`config.mk`:
```
export PLATFORM = sky130hd
export DESIGN_NAME = muldiv_unit
export DESIGN_NICKNAME = d
export VERILOG_FILES = /design/src/rtl/muldiv_unit.sv
export SDC_FILE = /design/constraint.sdc
export NUM_CORES = 1
export LEC_CHECK = 0
export ABC_AREA = 1
export ABC_CLOCK_PERIOD_IN_PS = 20800
export BUFFER_PORTS_ARGS = -buffer_cell sky130_fd_sc_hd__clkbuf_2
export CORE_ASPECT_RATIO = 1.1
export CORE_MARGIN = 3
export CORE_UTILIZATION = 40
export CTS_BUF_LIST = sky130_fd_sc_hd__clkbuf_4
export DETAILED_ROUTE_END_ITERATION = 7
export GPL_ROUTABILITY_DRIVEN = 0
export PLACE_DENSITY_LB_ADDON = 0.1
export SLEW_MARGIN = 15
export SYNTH_ARGS = -nofsm -noshare
export SYNTH_HDL_FRONTEND = slang
export SYNTH_SLANG_ARGS = --single-unit
```
`constraint.sdc`:
```
create_clock -name clk -period 20.8 [get_ports clk]
set_input_delay 4.16 -clock clk [delete_from_list [all_inputs] [get_ports clk]]
set_output_delay 4.16 -clock clk [all_outputs]
set_load 0.1 [all_outputs]
```
`src/rtl/muldiv_unit.sv`:
```
module muldiv_unit #(
  parameter int SRC_W = 16
) (
  input  logic               clk,
  input  logic               rst_n,
  input  logic               start,
  input  logic               op_div,
  input  logic               is_signed,
  input  logic               is_word,
  input  logic [2*SRC_W-1:0] dst_in,
  input  logic [SRC_W-1:0]   src_in,
  output logic [2*SRC_W-1:0] result,
  output logic               flag_n,
  output logic               flag_z,
  output logic               done
);
  localparam int DST_W = 2 * SRC_W;
  localparam int HALF  = SRC_W / 2;
  localparam int CW    = $clog2(DST_W + 1);

  logic             busy, div_q, sgn_q, word_q, qneg_q, rneg_q;
  logic [CW-1:0]    cnt;
  logic [DST_W-1:0] dst_q, shq;
  logic [SRC_W-1:0] src_q, dsor;
  logic [SRC_W:0]   part;

  logic [DST_W-1:0] dend_x, dend_mag;
  logic [SRC_W-1:0] dsor_x, dsor_mag;
  logic             dend_neg, dsor_neg;

  always_comb begin
    dend_x   = is_word ? dst_in : {{SRC_W{is_signed & dst_in[SRC_W-1]}}, dst_in[SRC_W-1:0]};
    dsor_x   = is_word ? src_in : {{HALF{is_signed & src_in[HALF-1]}}, src_in[HALF-1:0]};
    dend_neg = is_signed & dend_x[DST_W-1];
    dsor_neg = is_signed & dsor_x[SRC_W-1];
    dend_mag = dend_neg ? -dend_x : dend_x;
    dsor_mag = dsor_neg ? -dsor_x : dsor_x;
  end

  logic [SRC_W:0] part_sh;
  logic           fits;
  assign part_sh = {part[SRC_W-1:0], shq[DST_W-1]};
  assign fits    = part_sh >= {1'b0, dsor};

  logic [DST_W-1:0] quo, rem, mul_a, mul_b, prod;
  assign quo   = qneg_q ? -shq : shq;
  assign rem   = rneg_q ? -DST_W'(part) : DST_W'(part);
  assign mul_a = word_q ? {{SRC_W{sgn_q & dst_q[SRC_W-1]}}, dst_q[SRC_W-1:0]}
                        : {{(DST_W-HALF){sgn_q & dst_q[HALF-1]}}, dst_q[HALF-1:0]};
  assign mul_b = word_q ? {{SRC_W{sgn_q & src_q[SRC_W-1]}}, src_q}
                        : {{(DST_W-HALF){sgn_q & src_q[HALF-1]}}, src_q[HALF-1:0]};
  assign prod  = mul_a * mul_b;

  always_ff @(posedge clk or negedge rst_n) begin
    if (!rst_n) begin
      busy <= 1'b0; cnt <= '0; done <= 1'b0;
      div_q <= 1'b0; sgn_q <= 1'b0; word_q <= 1'b0; qneg_q <= 1'b0; rneg_q <= 1'b0;
      dst_q <= '0; src_q <= '0; shq <= '0; dsor <= '0; part <= '0;
      result <= '0; flag_n <= 1'b0; flag_z <= 1'b0;
    end else begin
      done <= 1'b0;
      if (!busy) begin
        if (start) begin
          busy   <= 1'b1;
          cnt    <= !op_div ? CW'(1) : (is_word ? CW'(DST_W) : CW'(SRC_W));
          div_q  <= op_div;
          sgn_q  <= is_signed;
          word_q <= is_word;
          dst_q  <= dst_in;
          src_q  <= src_in;
          qneg_q <= dend_neg ^ dsor_neg;
          rneg_q <= dend_neg;
          dsor   <= dsor_mag;
          part   <= '0;
          shq    <= is_word ? dend_mag : {dend_mag[SRC_W-1:0], {SRC_W{1'b0}}};
        end
      end else if (cnt != '0) begin
        cnt <= cnt - CW'(1);
        if (div_q) begin
          part <= fits ? part_sh - {1'b0, dsor} : part_sh;
          shq  <= {shq[DST_W-2:0], fits};
        end
      end else begin
        busy <= 1'b0;
        done <= 1'b1;
        if (div_q && dsor == '0) begin
          result <= dst_q; flag_n <= 1'b0; flag_z <= 1'b1;
        end else if (div_q && word_q) begin
          result <= {rem[SRC_W-1:0], quo[SRC_W-1:0]};
          flag_n <= quo[SRC_W-1];
          flag_z <= quo[SRC_W-1:0] == '0;
        end else if (div_q) begin
          result <= {dst_q[DST_W-1:SRC_W], rem[HALF-1:0], quo[HALF-1:0]};
          flag_n <= quo[HALF-1];
          flag_z <= quo[HALF-1:0] == '0;
        end else if (word_q) begin
          result <= prod;
          flag_n <= prod[DST_W-1];
          flag_z <= prod == '0;
        end else begin
          result <= {dst_q[DST_W-1:SRC_W], prod[SRC_W-1:0]};
          flag_n <= prod[SRC_W-1];
          flag_z <= prod[SRC_W-1:0] == '0;
        end
      end
    end
  end

  p_done_pulse_r9: assert property (@(posedge clk) disable iff (!rst_n)
    done |=> !done);

  p_start_taken_r10: assert property (@(posedge clk) disable iff (!rst_n)
    (start && !busy) |=> busy);

  p_ops_hold_r10: assert property (@(posedge clk) disable iff (!rst_n)
    busy |=> ($stable(dst_q) && $stable(src_q) && $stable(div_q)));

  p_mul_zero_r4: assert property (@(posedge clk) disable iff (!rst_n)
    (done && !div_q && word_q) |-> (flag_z == (result == '0)));

  p_rem_small_r6: assert property (@(posedge clk) disable iff (!rst_n)
    (done && div_q && !sgn_q && word_q && src_q != '0)
      |-> (result[DST_W-1:SRC_W] < src_q));

  p_div_ident_r6: assert property (@(posedge clk) disable iff (!rst_n)
    (done && div_q && !sgn_q && word_q && src_q != '0 && dst_q[DST_W-1:SRC_W] < src_q)
      |-> (DST_W'(result[SRC_W-1:0]) * DST_W'(src_q) + DST_W'(result[DST_W-1:SRC_W]) == dst_q));
endmodule

```
==> results.ini <==
[sta]
hold_violations = 0
finalSetupViolCount = 0
relSlewSlack = 0.2914
fmax_mhz = 111.8
setup_tns_ns = 0
skew_ns = 0.03251
hold_ws_ns = 0.4982
maxSlewViolCount = 0
tightest_slew_ns = 1.063
min_period_ns = 8.949
period_share = 0.4302
rsz0062_at_grt = false

[synth]
synth_edf_count = 0
synth-main-ff-cell = dfrtp_1
synthCells = 2957
synth-seq-cells = 158
netlist.area_leader.share = 0.3000
synth.area.top_cells = fa_1 (30%), dfrtp_1 (17%), nand2_1 (11%)
yosysWarnings = 0
netlist_area_um2 = 23090
synth_area_per_cell_um2 = 7.807
synthDistinctLibCells = 52
yosysTopAreaCell = fa_1
async_flop_share = 1.000
ys_seq_area_frac = 0.1713
syn_nets = 3497

[setup_path]
crit_top_cell = nand2_1
critPathKind = flop to flop
start_kind = flop
reg2reg_depth = 35
crit_fanout = 36
crit_path_top_delay_cell = o21ai_1
slowest_delay_ns = 0.59
required_ns = 21.39
arrival_ns = 9.54
critPathCaptureType = flop

[worst_hold_path]
hold_path_class = flop to flop
hold_depth = 1

[clock_network]
postCtsHoldBufs = 0
htree_levels = 4
cts_resized = 0
cts.path.max_buffers = 2
postCtsSetupRepairBufs = 0
cts_sinks = 158
root_buffer = clkbuf_4
clk_latency_ns = 0.65
path_clk_slew_ns = 0.16
cts_tree = yes
numCtsBuffers = 17

[cells_and_area]
fin_nets = 3542
final_cells = 3761
drive_above_1_share = 0.06501
area_delta_synth_final_pct = 6.574
postLayoutCoreUtil = 0.4348

[global_routing]
grt_first_pass_wirelength_mm = 127.2
grt_max_degree = 83
antenna_found_initial = 2
grt_usage = 0.2749
grt_pass1_vias = 21180
grt_overflow = 0

[routing]
routedWlPerCell_um = 21.86
drtPass1Iterations = 5
wirelength_mm = 82.22
drc = 0
detail-route-antenna-nets = 0
routed_via_density = 5.285
via_count = 19880
first_iter_violations = 1334

[placed_design]
port_buffers = 88
placedCellCount = 3727
hpwl_mm = 68.53

[die]
io_pins = 89
die_h_um = 258.0
rows = 91
initial_core_util = 0.4080
fp.dieW_um = 235.1
dieArea_um2 = 60640
core_area_um2 = 56590

[run_status]
outcome = finished, final reports clean

[flow_run]
max-cap-violations = 0

-- cells by family after synthesis --
family / share of synthesized area
AO/OA/AOI/OAI: 0.09896
buffers and inverters: 0.1192
flip-flops: 0.1713
XOR/XNOR: 0.03756
AND/OR/NAND/NOR: 0.1971
adder cells (fa/ha/maj): 0.3759
-- cells in the final DEF, fill, tap and decap left out, types with 5 or more instances in the layout --
cell type,synthesis,final
a21oi_1,94,94
xnor2_1,31,31
clkbuf_4,0,17
nor3_1,31,31
a221oi_1,5,5
inv_1,618,618
o21ai_2,4,6
nand4_1,25,25
ha_1,140,140
nor4_1,11,10
nor2_1,281,280
o21bai_1,5,5
o2111ai_1,13,13
inv_2,7,7
nand3_1,63,63
a22oi_1,6,6
buf_4,0,28
a21o_1,6,6
a31oi_1,10,10
o22ai_1,8,8
fa_1,346,346
nand2_1,660,660
xor2_1,68,68
o21ai_1,13,12
clkinvlp_4,0,5
clkbuf_2,0,87
a2bb2oi_1,5,5
nand2_4,5,5
o211ai_1,28,28
nor3_2,5,5
inv_6,0,6
o21ai_0,132,131
or2_2,13,13
o221ai_1,32,32
dfrtp_1,158,158
clkinv_1,15,15
-- per-stage QoR --
stage / area [um2] / worst slack, ns
finish: 24600 / 11.85
CTS: 24600 / 11.90
global placement: 24340 / 11.94
global route: 24600 / 11.29
detailed placement: 24340 / 11.96
floorplan: 23090 / 13.47
-- layout make-up --
cell class                 count  area [um2]
fill                        5814       31980
inverter                     640        2402
multi-input combinational   2069       16400
clock buffer                  17       127.6
sequential                   158        3954
antenna                        2       5.005
timing repair buffer         116       656.9
clock inverter                15       126.4
tap                          744       930.9
-- worst paths after layout --
| path | slack [ns] | endpoint | startpoint |
|---|---|---|---|
| max in group asynchronous | 15.63 | src_q[7] | rst_n |
| min in group asynchronous | 3.56 | shq[20] | rst_n |
| min | 0.50 | cnt[2] | cnt[2] |
| max reg2reg | 11.85 | flag_z | word_q |
| min reg2reg | 0.50 | cnt[2] | cnt[2] |
| max | 11.85 | flag_z | word_q |
-- worst max-delay path: cells and delay by family, from the launching register on --
family / cells / cell delay (ns)
AO/OA/AOI/OAI: 2 / 0.73
buffers and inverters: 6 / 1.47
adder cells (fa/ha/maj): 9 / 4.09
flip-flops: 1 / 0.54
AND/OR/NAND/NOR: 18 / 2.03
-- registers in the layout, indices dropped and copies added (netlist names), 6 cells and up --
name    count
shq        32
src_q      16
cnt         6
result     32
dst_q      32
part       16
dsor       15
-- synth_stat cells (3+ instances only) --
master / n
clkinv_1: 15
o2111ai_1: 13
nor4_1: 11
a21oi_1: 94
a31oi_1: 10
o22ai_1: 8
nor2_4: 3
ha_1: 140
fa_1: 346
o21ai_2: 4
nand3_1: 63
nor3_1: 31
nand4_1: 25
buf_2: 10
o211ai_1: 28
nand2_1: 660
xnor2_1: 31
nor3_2: 5
a221oi_1: 5
a21o_1: 6
or2_2: 13
xor2_1: 68
a2bb2oi_1: 5
a22oi_1: 6
nand2_4: 5
o21ai_1: 13
o21ai_0: 132
nor2_1: 281
clkbuf_1: 78
inv_1: 618
a32o_1: 3
nand3b_1: 4
inv_2: 7
o21bai_1: 5
dfrtp_1: 158
o221ai_1: 32
-- routing by layer --
metal  wire, um  vias to the layer above  global-route usage
met5          0                        -                   0
li1           -                     9177                   -
met3       3731                      179             0.03033
met1      32100                     9876              0.3266
met2      42230                      646              0.4981
met4       4148                        0              0.1279
Power is not shown: default switching activity piles up to over one toggle a cycle in this logic, so the estimate is an artifact.
